**src/rtl/clkgen_pkg.sv**
```systemverilog
// Shared types for the serial clock generator.
// Assumes: nothing beyond IEEE 1800-2017.
package clkgen_pkg;

    typedef enum logic [1:0] {
        MODE_ASYNC_NORM  = 2'd0,
        MODE_ASYNC_FAST  = 2'd1,
        MODE_SYNC_MASTER = 2'd2,
        MODE_SYNC_SLAVE  = 2'd3
    } clk_mode_e;

    // Collapse the three mode pins into the effective mode; ignored pins drop out here.
    function automatic clk_mode_e pick_mode(input logic sync_en,
                                            input logic fast_en,
                                            input logic dir_out);
        if (sync_en)
            return dir_out ? MODE_SYNC_MASTER : MODE_SYNC_SLAVE;
        return fast_en ? MODE_ASYNC_FAST : MODE_ASYNC_NORM;
    endfunction

endpackage

```
**src/rtl/clkgen_baud_counter.sv**
```systemverilog
// Programmable down-counter producing the base tick.
// Counts from baud_div down to zero; at zero emits base_tick and reloads.
// Assumes: restart is a one-cycle request from the parent and forces a reload.
module clkgen_baud_counter #(
    parameter int DIV_W = 8
) (
    input  logic             clk,
    input  logic             rst_n,
    input  logic             restart,
    input  logic [DIV_W-1:0] baud_div,
    output logic             base_tick
);

    logic [DIV_W-1:0] cnt_q;

    // Count down, reload on zero, reset or restart.
    always_ff @(posedge clk) begin
        if (!rst_n || restart)
            cnt_q <= baud_div;
        else if (cnt_q == '0)
            cnt_q <= baud_div;
        else
            cnt_q <= cnt_q - 1'b1;
    end

    // Base tick while the count sits at zero, suppressed on a restart cycle.
    always_comb begin
        base_tick = (cnt_q == '0) && !restart;
    end

    AST_RELOAD_AFTER_TICK: assert property (@(posedge clk) disable iff (!rst_n)
        base_tick |=> cnt_q == $past(baud_div)) else $error("reload missed");

    AST_COUNT_STEP: assert property (@(posedge clk) disable iff (!rst_n)
        (!restart && cnt_q != '0) |=> cnt_q == $past(cnt_q) - 1'b1) else $error("count step");

endmodule

```
**src/rtl/clkgen_async_div.sv**
```systemverilog
// Bit prescaler for the asynchronous modes: divides base ticks by NORM_RATIO
// or, in double speed, by FAST_RATIO, emitting bit_tick on the last base tick.
// Assumes: FAST_RATIO <= NORM_RATIO, both at least 2.
module clkgen_async_div #(
    parameter int NORM_RATIO = 16,
    parameter int FAST_RATIO = 8
) (
    input  logic clk,
    input  logic rst_n,
    input  logic restart,
    input  logic base_tick,
    input  logic fast,
    output logic bit_tick
);

    localparam int PW = $clog2(NORM_RATIO);
    localparam logic [PW-1:0] NORM_LAST = PW'(NORM_RATIO - 1);
    localparam logic [PW-1:0] FAST_LAST = PW'(FAST_RATIO - 1);

    logic [PW-1:0] presc_q;
    logic [PW-1:0] last;

    // Select the terminal count for the active speed.
    always_comb begin
        last     = fast ? FAST_LAST : NORM_LAST;
        bit_tick = base_tick && (presc_q == last);
    end

    // Advance the prescaler on each base tick, wrap at the terminal count.
    always_ff @(posedge clk) begin
        if (!rst_n || restart)
            presc_q <= '0;
        else if (base_tick)
            presc_q <= (presc_q == last) ? '0 : presc_q + 1'b1;
    end

    AST_WRAP_AFTER_BIT: assert property (@(posedge clk) disable iff (!rst_n)
        bit_tick |=> presc_q == '0) else $error("no wrap");

    AST_PRESC_STEP: assert property (@(posedge clk) disable iff (!rst_n)
        (base_tick && !bit_tick && !restart) |=> presc_q == $past(presc_q) + 1'b1) else $error("presc step");

endmodule

```
**src/rtl/clkgen_master_sync.sv**
```systemverilog
// Master transfer-clock generator: toggles xck on every base tick and flags
// the cycle before each rising and falling transition.
// Assumes: restart forces xck low so the first half period is full length.
module clkgen_master_sync (
    input  logic clk,
    input  logic rst_n,
    input  logic restart,
    input  logic base_tick,
    output logic xck,
    output logic rise_stb,
    output logic fall_stb
);

    logic xck_q;

    // Toggle the transfer clock on each base tick.
    always_ff @(posedge clk) begin
        if (!rst_n || restart)
            xck_q <= 1'b0;
        else if (base_tick)
            xck_q <= ~xck_q;
    end

    // Announce the coming transition one cycle ahead.
    always_comb begin
        xck      = xck_q;
        rise_stb = base_tick && !xck_q;
        fall_stb = base_tick &&  xck_q;
    end

    AST_XCK_TOGGLES: assert property (@(posedge clk) disable iff (!rst_n)
        (base_tick && !restart) |=> xck_q != $past(xck_q)) else $error("no toggle");

    AST_XCK_HOLDS: assert property (@(posedge clk) disable iff (!rst_n)
        (!base_tick && !restart) |=> $stable(xck_q)) else $error("xck moved");

endmodule

```
**src/rtl/clkgen_slave_sync.sv**
```systemverilog
// Slave input path: a SYNC_STAGES flop synchroniser on the external clock,
// then an edge detector producing single-cycle rise and fall strobes.
// Assumes: ext_in is asynchronous and slower than a quarter of clk.
module clkgen_slave_sync #(
    parameter int SYNC_STAGES = 2
) (
    input  logic clk,
    input  logic rst_n,
    input  logic ext_in,
    output logic rise_stb,
    output logic fall_stb
);

    logic [SYNC_STAGES-1:0] sync_q;
    logic                   prev_q;

    genvar g;
    generate
        for (g = 0; g < SYNC_STAGES; g++) begin : g_stage
            // One synchroniser stage.
            always_ff @(posedge clk) begin
                if (!rst_n)
                    sync_q[g] <= 1'b0;
                else if (g == 0)
                    sync_q[g] <= ext_in;
                else
                    sync_q[g] <= sync_q[(g == 0) ? 0 : g-1];
            end
        end
    endgenerate

    // Hold the previous synchronised level for edge detection.
    always_ff @(posedge clk) begin
        if (!rst_n)
            prev_q <= 1'b0;
        else
            prev_q <= sync_q[SYNC_STAGES-1];
    end

    // Edge strobes from the synchronised level.
    always_comb begin
        rise_stb =  sync_q[SYNC_STAGES-1] && !prev_q;
        fall_stb = !sync_q[SYNC_STAGES-1] &&  prev_q;
    end

    AST_RISE_SINGLE: assert property (@(posedge clk) disable iff (!rst_n)
        rise_stb |=> !rise_stb) else $error("long rise");

    AST_FALL_SINGLE: assert property (@(posedge clk) disable iff (!rst_n)
        fall_stb |=> !fall_stb) else $error("long fall");

endmodule

```
**src/rtl/serial_clkgen.sv**
```systemverilog
// Top of the multi-mode serial clock generator. Decodes the effective mode,
// restarts all counting on reset exit or any mode change, and routes the
// strobes of the active mode to the outputs.
// Assumes: mode pins are synchronous to clk; xclk_in may be asynchronous.
module serial_clkgen #(
    parameter int DIV_W       = 8,
    parameter int NORM_RATIO  = 16,
    parameter int FAST_RATIO  = 8,
    parameter int SYNC_STAGES = 2
) (
    input  logic             clk,
    input  logic             rst_n,
    input  logic [DIV_W-1:0] baud_div,
    input  logic             sync_en,
    input  logic             fast_en,
    input  logic             xclk_dir_out,
    input  logic             xclk_in,
    output logic             xclk_out,
    output logic             xclk_oe,
    output logic             tx_tick,
    output logic             rx_tick,
    output logic             samp_rise,
    output logic             samp_fall
);
    import clkgen_pkg::*;

    clk_mode_e mode, mode_q;
    logic      active_q;
    logic      restart;
    logic      base_tick, bit_tick;
    logic      m_xck, m_rise, m_fall;
    logic      s_rise, s_fall;

    // Effective mode and restart request.
    always_comb begin
        mode    = pick_mode(sync_en, fast_en, xclk_dir_out);
        restart = !active_q || (mode != mode_q);
    end

    // Remember the mode and whether reset has been left.
    always_ff @(posedge clk) begin
        if (!rst_n) begin
            active_q <= 1'b0;
            mode_q   <= MODE_ASYNC_NORM;
        end else begin
            active_q <= 1'b1;
            mode_q   <= mode;
        end
    end

    clkgen_baud_counter #(.DIV_W(DIV_W)) i_baud (
        .clk(clk), .rst_n(rst_n), .restart(restart),
        .baud_div(baud_div), .base_tick(base_tick)
    );

    clkgen_async_div #(.NORM_RATIO(NORM_RATIO), .FAST_RATIO(FAST_RATIO)) i_adiv (
        .clk(clk), .rst_n(rst_n), .restart(restart),
        .base_tick(base_tick), .fast(mode == MODE_ASYNC_FAST), .bit_tick(bit_tick)
    );

    clkgen_master_sync i_msync (
        .clk(clk), .rst_n(rst_n), .restart(restart), .base_tick(base_tick),
        .xck(m_xck), .rise_stb(m_rise), .fall_stb(m_fall)
    );

    clkgen_slave_sync #(.SYNC_STAGES(SYNC_STAGES)) i_ssync (
        .clk(clk), .rst_n(rst_n), .ext_in(xclk_in),
        .rise_stb(s_rise), .fall_stb(s_fall)
    );

    // Route the active mode's strobes; silence everything on restart.
    always_comb begin
        xclk_out  = 1'b0;
        xclk_oe   = 1'b0;
        tx_tick   = 1'b0;
        rx_tick   = 1'b0;
        samp_rise = 1'b0;
        samp_fall = 1'b0;
        case (mode)
            MODE_ASYNC_NORM, MODE_ASYNC_FAST: begin
                rx_tick = base_tick;
                tx_tick = bit_tick;
            end
            MODE_SYNC_MASTER: begin
                xclk_oe   = 1'b1;
                xclk_out  = m_xck && !restart;
                rx_tick   = m_rise;
                tx_tick   = m_fall;
                samp_rise = m_rise;
                samp_fall = m_fall;
            end
            default: begin
                rx_tick   = s_rise;
                tx_tick   = s_fall;
                samp_rise = s_rise;
                samp_fall = s_fall;
            end
        endcase
        if (restart) begin
            tx_tick   = 1'b0;
            rx_tick   = 1'b0;
            samp_rise = 1'b0;
            samp_fall = 1'b0;
        end
    end

    AST_ASYNC_PIN_QUIET: assert property (@(posedge clk) disable iff (!rst_n)
        !sync_en |-> (!xclk_oe && !xclk_out && !samp_rise && !samp_fall)) else $error("pin active");

    AST_SLAVE_NO_DRIVE: assert property (@(posedge clk) disable iff (!rst_n)
        (sync_en && !xclk_dir_out) |-> (!xclk_oe && !xclk_out)) else $error("slave drives");

    AST_RESTART_SILENT: assert property (@(posedge clk) disable iff (!rst_n)
        restart |-> !(tx_tick || rx_tick || samp_rise || samp_fall)) else $error("strobe on restart");

    AST_SYNC_EDGE_SEP: assert property (@(posedge clk) disable iff (!rst_n)
        sync_en |-> !(samp_rise && samp_fall)) else $error("both edges");

endmodule

```
**config.mk**
```make
export PLATFORM = sky130hd
export DESIGN_NAME = serial_clkgen
export DESIGN_NICKNAME = d
export VERILOG_FILES = /design/src/rtl/clkgen_pkg.sv /design/src/rtl/clkgen_baud_counter.sv /design/src/rtl/clkgen_async_div.sv /design/src/rtl/clkgen_master_sync.sv /design/src/rtl/clkgen_slave_sync.sv /design/src/rtl/serial_clkgen.sv
export SDC_FILE = /design/constraint.sdc
export NUM_CORES = 1
export LEC_CHECK = 0
export BUFFER_PORTS_ARGS = -buffer_cell sky130_fd_sc_hd__buf_2
export CORE_UTILIZATION = 30
export CTS_BUF_LIST = sky130_fd_sc_hd__clkbuf_16
export CTS_CLUSTER_SIZE = 10
export DETAILED_ROUTE_END_ITERATION = 10
export GPL_TIMING_DRIVEN = 0
export PLACE_DENSITY = 0.54
export SLEW_MARGIN = 10
export SYNTH_ARGS = -nofsm -noshare
export SYNTH_HDL_FRONTEND = slang
export SYNTH_HIERARCHICAL = 1
export SYNTH_SLANG_ARGS = --single-unit
```
**constraint.sdc**
```tcl
create_clock -name clk -period 1.8 [get_ports clk]
set_input_delay 0.18 -clock clk [delete_from_list [all_inputs] [get_ports clk]]
set_output_delay 0.18 -clock clk [all_outputs]
set_load 0.01 [all_outputs]
```
# --- Yosys cells after proc, flatten, opt, wreduce, memory -nomap -nowiden ---
# Index checks and enable logic that the tools add are counted.
word_totals:
  regBits: 19
  in_bits: 14
  out_inout_bits: 6
  elab_cells: 53
classes:
  n_addsub: 2
  eq_ne: 4
  mux: 20
  bitwise_logic: 1
  n_reduce_logical: 18
ops:
  columns: ["cell", "n"]
  rows:
  - ["8-bit 2-to-1 mux", 2]
  - ["1-bit 2-to-1 mux", 10]
  - ["8-bit logical NOT", 1]
  - ["4-bit 2-to-1 mux", 2]
  - ["1-bit one-hot mux with 2 select lines", 4]
  - ["8-bit by 1-bit subtractor with 8-bit output, second input constant", 1]
  - ["1-bit logical AND", 7]
  - ["1-bit logical NOT", 6]
  - ["4-bit by 1-bit adder with 4-bit output, second input constant", 1]
  - ["4-bit == test", 1]
  - ["2-bit 2-to-1 mux", 2]
  - ["2-bit by 1-bit == test with 1-bit output, second input constant", 1]
  - ["2-bit == test, second input constant", 1]
  - ["2-bit logical NOT", 1]
  - ["1-bit logical OR", 2]
  - ["2-bit != test", 1]
  - ["2-bit OR reduction", 1]
  - ["1-bit inverter", 1]

# --- Logic depth before layout (Yosys ltp) ---
# Gate-level depths: netlist (run 1).
depth:
  depth_word: 10
  depth_mapped: 8
  depth_no_buf: 8

# --- By module ---
# The synthesis (run 1) kept the hierarchy.
modules_own_cells:
  columns: ["mod", "instances", "cells_each", "area_each_um2"]
  rows:
  - ["clkgen_baud_counter", 1, 47, 459.2]
  - ["serial_clkgen", 1, 26, 244.0]
  - ["clkgen_async_div", 1, 20, 191.4]
  - ["clkgen_slave_sync", 1, 8, 91.3]
  - ["clkgen_master_sync", 1, 5, 57.6]

# --- Worst setup path after synthesis (run 1) ---
# No wires, ideal clock.
synth_path:
  kind: "flip-flop to output port"
  from: "register i_baud.cnt_q[4]"
  to: "output port tx_tick"
  arrival_ns: 1.782
  required_time_ns: 1.620
  setup_slack_ns: -0.162
  stages_incl_launch_ff: 8
  n_path_buf: 0
  cell_sequence: "dfxtp_1 > nor4_4 > nand3_1 > nor2_1 > nand3_1 > nor2_1 > nor2_1 > a211oi_2"
synth_via:
  elab_chain_len: 5
synth_lines:
  columns: ["element", "line_no", "source"]
  rows:
  - ["start, declared", "clkgen_baud_counter.sv:14", "logic [DIV_W-1:0] cnt_q;"]
  - ["start signal, assigned", "clkgen_baud_counter.sv:19", "cnt_q <= baud_div;"]
  - ["start signal, assigned", "clkgen_baud_counter.sv:21", "cnt_q <= baud_div;"]
  - ["start signal, assigned", "clkgen_baud_counter.sv:23", "cnt_q <= cnt_q - 1'b1;"]
  - ["8-bit logical NOT", "clkgen_baud_counter.sv:28", "base_tick = (cnt_q == '0) && !restart;"]
  - ["1-bit logical AND", "clkgen_baud_counter.sv:28", null]
  - ["net base_tick", "serial_clkgen.sv:30", "logic base_tick, bit_tick;"]
  - ["1-bit logical AND", "clkgen_async_div.sv:26", "bit_tick = base_tick && (presc_q == last);"]
  - ["net bit_tick", "serial_clkgen.sv:30", null]
  - ["1-bit one-hot mux with 2 select lines", "serial_clkgen.sv:79", "case (mode)"]
  - ["1-bit 2-to-1 mux", "serial_clkgen.sv:99", "if (restart) begin"]
  - ["end, declared", "serial_clkgen.sv:20", "output logic tx_tick,"]
# The timed path passes the listed nets, and every way through them passes these cells.

# --- Final worst setup path (run 1) ---
layout_path:
  from: "register mode_q[1]"
  to: "output port samp_rise"
layout_via:
  elab_chain_len: 7
layout_lines:
  columns: ["element", "line_no", "source"]
  rows:
  - ["start, declared", "serial_clkgen.sv:27", "clk_mode_e mode, mode_q;"]
  - ["start signal, assigned", "serial_clkgen.sv:47", "mode_q <= mode;"]
  - ["2-bit != test", "serial_clkgen.sv:37", "restart = !active_q || (mode != mode_q);"]
  - ["1-bit logical OR", "serial_clkgen.sv:37", null]
  - ["net restart", "serial_clkgen.sv:29", "logic restart;"]
  - ["1-bit logical NOT", "clkgen_baud_counter.sv:28", null]
  - ["1-bit logical AND", "clkgen_baud_counter.sv:28", null]
  - ["net base_tick", "serial_clkgen.sv:30", null]
  - ["1-bit logical AND", "clkgen_master_sync.sv:27", "rise_stb = base_tick && !xck_q;"]
  - ["net m_rise", "serial_clkgen.sv:31", "logic m_xck, m_rise, m_fall;"]
  - ["1-bit one-hot mux with 2 select lines", "serial_clkgen.sv:79", null]
  - ["1-bit 2-to-1 mux", "serial_clkgen.sv:99", null]
  - ["end, declared", "serial_clkgen.sv:22", "output logic samp_rise,"]
# The timed path passes the listed nets, and every way through them passes these cells.

==> reports/metrics.csv, run 1 <==
stage;metric;value;unit
clock_tree;Inserted Clock Buffers;3;
finish;area grow syn2layout;30.5;%
drt;Total Routed Length;1.73;mm
drt;initial drt markers;28;
sta;Final Hold Viols;0;
drt;drc violations;0;
sta;Max-slew headroom;72.5;%
finish;Multi-input gate area;652;um2
sta;final period utilization;108;%
outcome;status;finished, violations left;
grt;GRT Total Usage;11.5;%
sta;fin worst setup slack;-0.145;ns
floorplan;die span in y;61.0;um
synth;Synthesized Nets;123;
clock_tree;Post-CTS Hold Buffers;0;
sta;clock skew;0.00194;ns
sta;achievable clock frequency;514;MHz
clock_tree;clock latency at the later pin of the worst-skew pair;0.24;ns
grt;initial antenna violation count;0;
floorplan;die area;3720;um2
placement;hpwl dp;1.30;mm
drt;Vias/cell;4.24;
finish;fin nets;152;
finish;Antenna diodes;0;
clock_tree;clock sink total;19;
sta;Total Neg Setup Slack;-0.432;ns
synth;area leader, netlist;dfxtp_1;
drt;Vias;763;
floorplan;core area;3340;um2
clock_tree;CTS clock-pin slew for the worst setup and hold paths;0.05;ns
grt;largest net degree at the start of global routing;11;
sta;minimum clock period;1.95;ns
finish;layout cell share with drive strength beyond 1;45.5;%
worst_setup_path;critical path class;reg2out;
worst_setup_path;critical path startpoint category;register;
worst_setup_path;Worst EP required;1.62;ns
power_and_ir_drop;Clk pwr share;42.1;%
power_and_ir_drop;VDD IR max;0.321;mV
synth;Synth top area share;36.5;%
floorplan;Starting Density;31.3;%
synth;post-synthesis sequential area ratio;36.5;%
worst_setup_path;Crit Path Max Fanout;5;
sta;smallest hold slack;0.138;ns
clock_tree;CTS Buffer Depth;2;
worst_setup_path;Crit path arrival time;1.77;ns
power_and_ir_drop;sequential share of power;44.8;%
outcome;failing checks;setup timing;
grt;vias in the first global route;757;
synth;synthesized instance count;106;
sta;Final Max Tran Viols;0;
synth;top post-synthesis cells by area;dfxtp_1, xnor2_1, nor2_1;
finish;Util after Layout;40.8;%
power_and_ir_drop;Switching Fraction;21.7;%
drt;routed len/inst;9.63;um
floorplan;Boundary Pins;20;
run;max-cap viol count;0;
power_and_ir_drop;Combinational Power Share;13.1;%
synth;syn avg cell area;9.84;um2
floorplan;num rows;21;
min_path;Min-Delay Path Class;in2reg;
placement;I/O Buffers;17;
finish;number of fill cells;356;
synth;Mapped Area;1040;um2
sta;RSZ-0062 raised after global routing;true;
grt;global-route wire length before repair;3.20;mm
synth;Yosys cell types;32;
drt;Pre-Repair DR Iteration Count;3;
worst_setup_path;flop2flop setup slack;0.10;ns
power_and_ir_drop;leakage;0.522;nW
clock_tree;CTS tree;done;
finish;FF/Latch Area;387;um2
placement;Placer Congestion;0.687;
clock_tree;H-tree levels;1;
placement;dpl ws;-0.201;ns
floorplan;Die X;61.0;um
synth;flop and latch count out of synthesis;19;
power_and_ir_drop;Pwr Density;756;nW/um2
power_and_ir_drop;sw power;0.000224;W
clock_tree;CTS root buf;clkbuf_16;
synth;synth warn;6;
power_and_ir_drop;internal power;0.000805;W
worst_setup_path;CP endpoint kind;output pin;
sta;Worst Tran Pin Value;0.409;ns
grt;total grt overflow;0;
drt;Final ANT Viol Nets;0;
sta;endpoints failing setup;4;
[final timing paths]
path	from	endpoint	depth (start not counted)
setup / recovery	mode_q[1]	samp_rise	8
hold / removal	xclk_in	i_ssync/sync_q[0]	2
setup reg to reg	mode_q[0]	i_baud/cnt_q[0]	5
hold reg to reg	i_ssync/sync_q[0]	i_ssync/sync_q[1]	1
[routing by layer]
metal	up-vias	track usage (%)	part of all wire, %	wire, um
met1	339	14.4	48	840
met4	0	3.90	0.75	13
met5	-	0	0	0
met2	17	19.5	47	811
met3	2	2.56	4.0	69
li1	405	-	-	-
[through the flow]
step,area (um2),power (W),std cells
after CTS,1340,0.00105,178
after global placement,1190,0.000590,169
final,1360,0.00103,180
after floorplan,1050,0.000561,106
after global routing,1360,0.00109,180
after detailed placement,1190,0.000593,169
[cell usage in the layout, fill, tap and decap left out, types with 2 or more instances in the layout]
cell type,n
nor2b_1,3
mux2i_1,2
dfxtp_1,16
a211oi_2,2
inv_1,5
ha_1,2
and2_1,5
buf_6,3
xor2_1,5
a21oi_2,5
nand3_2,2
dfxtp_2,2
nor2_1,14
nor3b_2,2
xnor2_1,7
buf_2,17
nor2_2,5
clkbuf_16,3
nand2_1,5
buf_4,7
[synth_stat cells]
master and count:
a211oi_2 2, a21oi_1 1, a21oi_2 5, a22oi_2 1, a311oi_4 1, and2_1 5, and2_2 1, and2b_1 1
and2b_2 1, and3_1 1, buf_6 3, dfxtp_1 19, ha_1 3, inv_1 4, mux2_2 1, mux2i_1 4
nand2_1 5, nand2b_1 1, nand3_1 3, nand4_1 1, nor2_1 15, nor2_2 5, nor2b_1 3, nor3_1 1
nor3b_1 1, nor3b_2 2, nor4_4 1, o21a_1 1, o21bai_2 1, xnor2_1 7, xor2_1 5, xor2_2 1
[power by group through the flow]
stage | Combinational [W] | Sequential (W) | Clock (W)
after global placement | 0.000120 | 0.000470 | 0
after floorplan | 0.0000933 | 0.000467 | 0
final | 0.000134 | 0.000461 | 0.000434
after CTS | 0.000135 | 0.000461 | 0.000451
after global routing | 0.000151 | 0.000464 | 0.000476
after detailed placement | 0.000122 | 0.000470 | 0
[final cells by class]
class	instances	area share (%)
tap	46	4.23
sequential	19	28.4
buffer	3	2.48
multi-input combinational	80	47.9
timing repair buffer	24	10.1
clock buffer	3	5.51
inverter	4	1.10
clock inverter	1	0.276
[flip-flops by register name, summed over array words and instances, names as in the netlist]
register and flops:
i_ssync/prev_q 1, active_q 1, mode_q 2, i_ssync/sync_q 2, i_baud/cnt_q 8, i_msync/xck 1
i_adiv/presc_q 4
[cell families after synthesis]
kind of cell	after synthesis	synth area share, %
and+or+nand+nor	47	26.1
DFF	19	36.5
xor gates and xnor gates	13	11.6
AOI/OAI and AO/OA	12	12.6
buffers and inverters	7	4.68
muxes	5	4.92
adders and majority gates	3	3.60
[worst max-delay path, cell delays in order, from the launching register on]
cell and delay, ns:
dfxtp_1 0.31, and3_1 0.19, a22oi_2 0.24, nor2_4 0.09, and2b_2 0.20, mux2i_2 0.18
buf_4 0.14, nor2_1 0.03, buf_2 0.13
[repair_timing]
item | in CTS | in global routing
pin swaps | 7 | 4
setup buffers | 5 | 2
gates resized for setup | 9 | 2
setup endpoints to repair | 4 | 4
Power figures use the tool's default switching activity.
==> run 2, diff against run 1 <==
--- a/config.mk
+++ b/config.mk
@@ -11,7 +11,7 @@
 export CTS_CLUSTER_SIZE = 10
 export DETAILED_ROUTE_END_ITERATION = 10
 export GPL_TIMING_DRIVEN = 0
-export PLACE_DENSITY = 0.54
+export PLACE_DENSITY = 0.57
 export SLEW_MARGIN = 10
 export SYNTH_ARGS = -nofsm -noshare
 export SYNTH_HDL_FRONTEND = slang
==> reports/metrics.csv, run 2 (same netlist as run 1, synthesis figures left out) <==
stage;metric;value;unit;change
outcome;status;finished, violations left;;
outcome;failing checks;setup timing;;
grt;initial antenna violation count;0;;unchanged
worst_setup_path;Crit Path Max Fanout;6;;+1
worst_setup_path;CP endpoint kind;output pin;;
sta;RSZ-0062 raised after global routing;true;;
clock_tree;Inserted Clock Buffers;3;;unchanged
worst_setup_path;Worst EP required;1.62;ns;about the same
floorplan;Starting Density;31.3;%;unchanged
placement;I/O Buffers;17;;unchanged
clock_tree;CTS Buffer Depth;2;;unchanged
power_and_ir_drop;internal power;0.000809;W;+0.48%
drt;Total Routed Length;1.83;mm;+5.4%
run;max-cap viol count;0;;unchanged
clock_tree;clock sink total;19;;unchanged
power_and_ir_drop;Pwr Density;757;nW/um2;+0.15%
worst_setup_path;RR Startpoint;mode_q[0];;
finish;Antenna diodes;0;;unchanged
finish;Most flops, register;i_baud/cnt_q;;
power_and_ir_drop;Combinational Power Share;13.2;%;about the same
sta;final period utilization;110;%;+1.5 points
power_and_ir_drop;Switching Fraction;22.5;%;+0.74 points
sta;Final Hold Viols;0;;unchanged
drt;routed len/inst;10.1;um;+4.8%
sta;Final Max Tran Viols;0;;unchanged
clock_tree;CTS root buf;clkbuf_16;;
worst_setup_path;Reg-to-Reg End;i_baud/cnt_q[0];;
sta;minimum clock period;1.97;ns;+0.0264 ns
sta;achievable clock frequency;507;MHz;-1.3%
drt;initial drt markers;26;;-7.1%
min_path;Min-Delay Startpoint;xclk_in;;
worst_setup_path;critical path class;reg2out;;
placement;hpwl dp;1.25;mm;-3.7%
floorplan;Die X;61.0;um;unchanged
finish;layout cell share with drive strength beyond 1;47.4;%;+1.9 points
placement;Placer Congestion;0.740;;+7.7%
finish;max reg flops;8;;unchanged
grt;GRT Total Usage;12.1;%;+0.58 points
worst_setup_path;R2R cell count;6;;+1
min_path;Worst Hold End;i_ssync/sync_q[0];;
drt;Vias;762;;-0.13%
worst_setup_path;Crit path arrival time;1.79;ns;+0.02 ns
sta;endpoints failing setup;4;;unchanged
floorplan;die area;3720;um2;unchanged
sta;Max-slew headroom;72.1;%;-0.39 points
power_and_ir_drop;leakage;0.533;nW;+2.1%
grt;global-route wire length before repair;3.31;mm;+3.2%
clock_tree;CTS clock-pin slew for the worst setup and hold paths;0.05;ns;about the same
finish;commonest non-fill, non-tap cell in the layout;buf_2;;
finish;fin nets;153;;+0.66%
min_path;Min-Delay Path Class;in2reg;;
drt;drc violations;0;;unchanged
min_path;worst hold stages;2;;unchanged
sta;Total Neg Setup Slack;-0.440;ns;-0.00827 ns
clock_tree;H-tree levels;1;;unchanged
worst_setup_path;critical path startpoint category;register;;
drt;Vias/cell;4.21;;-0.68%
power_and_ir_drop;Clk pwr share;42.6;%;+0.5 points
power_and_ir_drop;sw power;0.000235;W;+4.9%
finish;largest registers;i_baud/cnt_q x8, i_adiv/presc_q x4;;
clock_tree;CTS tree;done;;
power_and_ir_drop;VDD IR max;0.372;mV;+16%
floorplan;Boundary Pins;20;;unchanged
grt;largest net degree at the start of global routing;12;;+1
finish;most frequent cells in the layout;buf_2, dfxtp_1, nor2_1;;
clock_tree;clock latency at the later pin of the worst-skew pair;0.25;ns;about the same
sta;Worst Tran Pin Value;0.415;ns;+0.00587 ns
floorplan;num rows;21;;unchanged
finish;Util after Layout;41.3;%;+0.52 points
sta;fin worst setup slack;-0.172;ns;-0.0264 ns
drt;Final ANT Viol Nets;0;;unchanged
drt;Pre-Repair DR Iteration Count;2;;-1
finish;Multi-input gate area;657;um2;+0.77%
finish;number of fill cells;348;;-2.2%
power_and_ir_drop;sequential share of power;44.2;%;-0.6 points
grt;total grt overflow;0;;unchanged
worst_setup_path;flop2flop setup slack;0;ns;-0.10 ns
grt;vias in the first global route;780;;+3.0%
clock_tree;Post-CTS Hold Buffers;0;;unchanged
floorplan;die span in y;61.0;um;unchanged
sta;clock skew;0.00475;ns;+0.00281 ns
finish;FF/Latch Area;390;um2;+0.97%
floorplan;core area;3340;um2;unchanged
finish;area grow syn2layout;32.1;%;
==> run 2: worst max path at each step <==
stage	startpoint	endpoint	depth (start not counted)
global route	i_baud/cnt_q[4]	rx_tick	7
finish	i_baud/cnt_q[4]	rx_tick	7
detailed placement	mode_q[0]	tx_tick	7
global placement	i_baud/cnt_q[4]	tx_tick	8
floorplan	i_baud/cnt_q[4]	tx_tick	6
CTS	i_baud/cnt_q[2]	rx_tick	7
==> run 2: critical path, cell delays in order, from the launching register on <==
cell and delay [ns]:
dfxtp_2 0.34, nor4_4 0.31, nand3_2 0.13, nor2_4 0.17
and2b_2 0.17, mux2i_2 0.07, a211oi_2 0.19, buf_2 0.16
==> run 2: timing repair <==
item | in CTS | in global routing
setup buffers | 6 | 2
setup endpoints to repair | 4 | 4
pin swaps | 8 | 5
resized for setup | 9 | 4
endpoints found under the hold margin | 0 | 0
==> run 2: final cells by class <==
class                           instances  share of cell area (%)
Multi-Input combinational cell         80                    47.6
Sequential cell                        19                    28.3
Timing Repair Buffer                   25                    10.5
Clock buffer                            3                    5.44
Tap cell                               46                    4.17
Buffer                                  3                    2.45
Inverter                                4                    1.09
Clock inverter                          1                   0.363
==> run 2: power groups by stage <==
stage / combinational, W / sequential, W / clock (W)
6_report: 0.000137 / 0.000462 / 0.000445
4_1_cts: 0.000135 / 0.000461 / 0.000459
5_1_grt: 0.000154 / 0.000464 / 0.000478
2_1_floorplan: 0.0000933 / 0.000467 / 0
3_5_place_dp: 0.000121 / 0.000471 / 0
3_3_place_gp: 0.000120 / 0.000470 / 0
==> run 2: stage by stage <==
step           worst slack [ns]  hold WS [ns]  std cells  instance area, um2  total power, W
2_1_floorplan            0.0328         0.208        106                1050        0.000561
3_3_place_gp             -0.176         0.388        169                1190        0.000590
3_5_place_dp             -0.218         0.390        169                1190        0.000592
4_1_cts                  -0.206         0.137        179                1350         0.00106
5_1_grt                  -0.301         0.155        181                1380         0.00110
6_report                 -0.172         0.135        181                1380         0.00104
==> run 2: metal layers <==
metal | wire (um) | part of all wire [%] | global-route usage [%]
met5 | 0 | 0 | 0
met4 | 13 | 0.71 | 4.87
met3 | 56 | 3.1 | 2.56
met2 | 883 | 48 | 20.4
met1 | 875 | 48 | 14.9
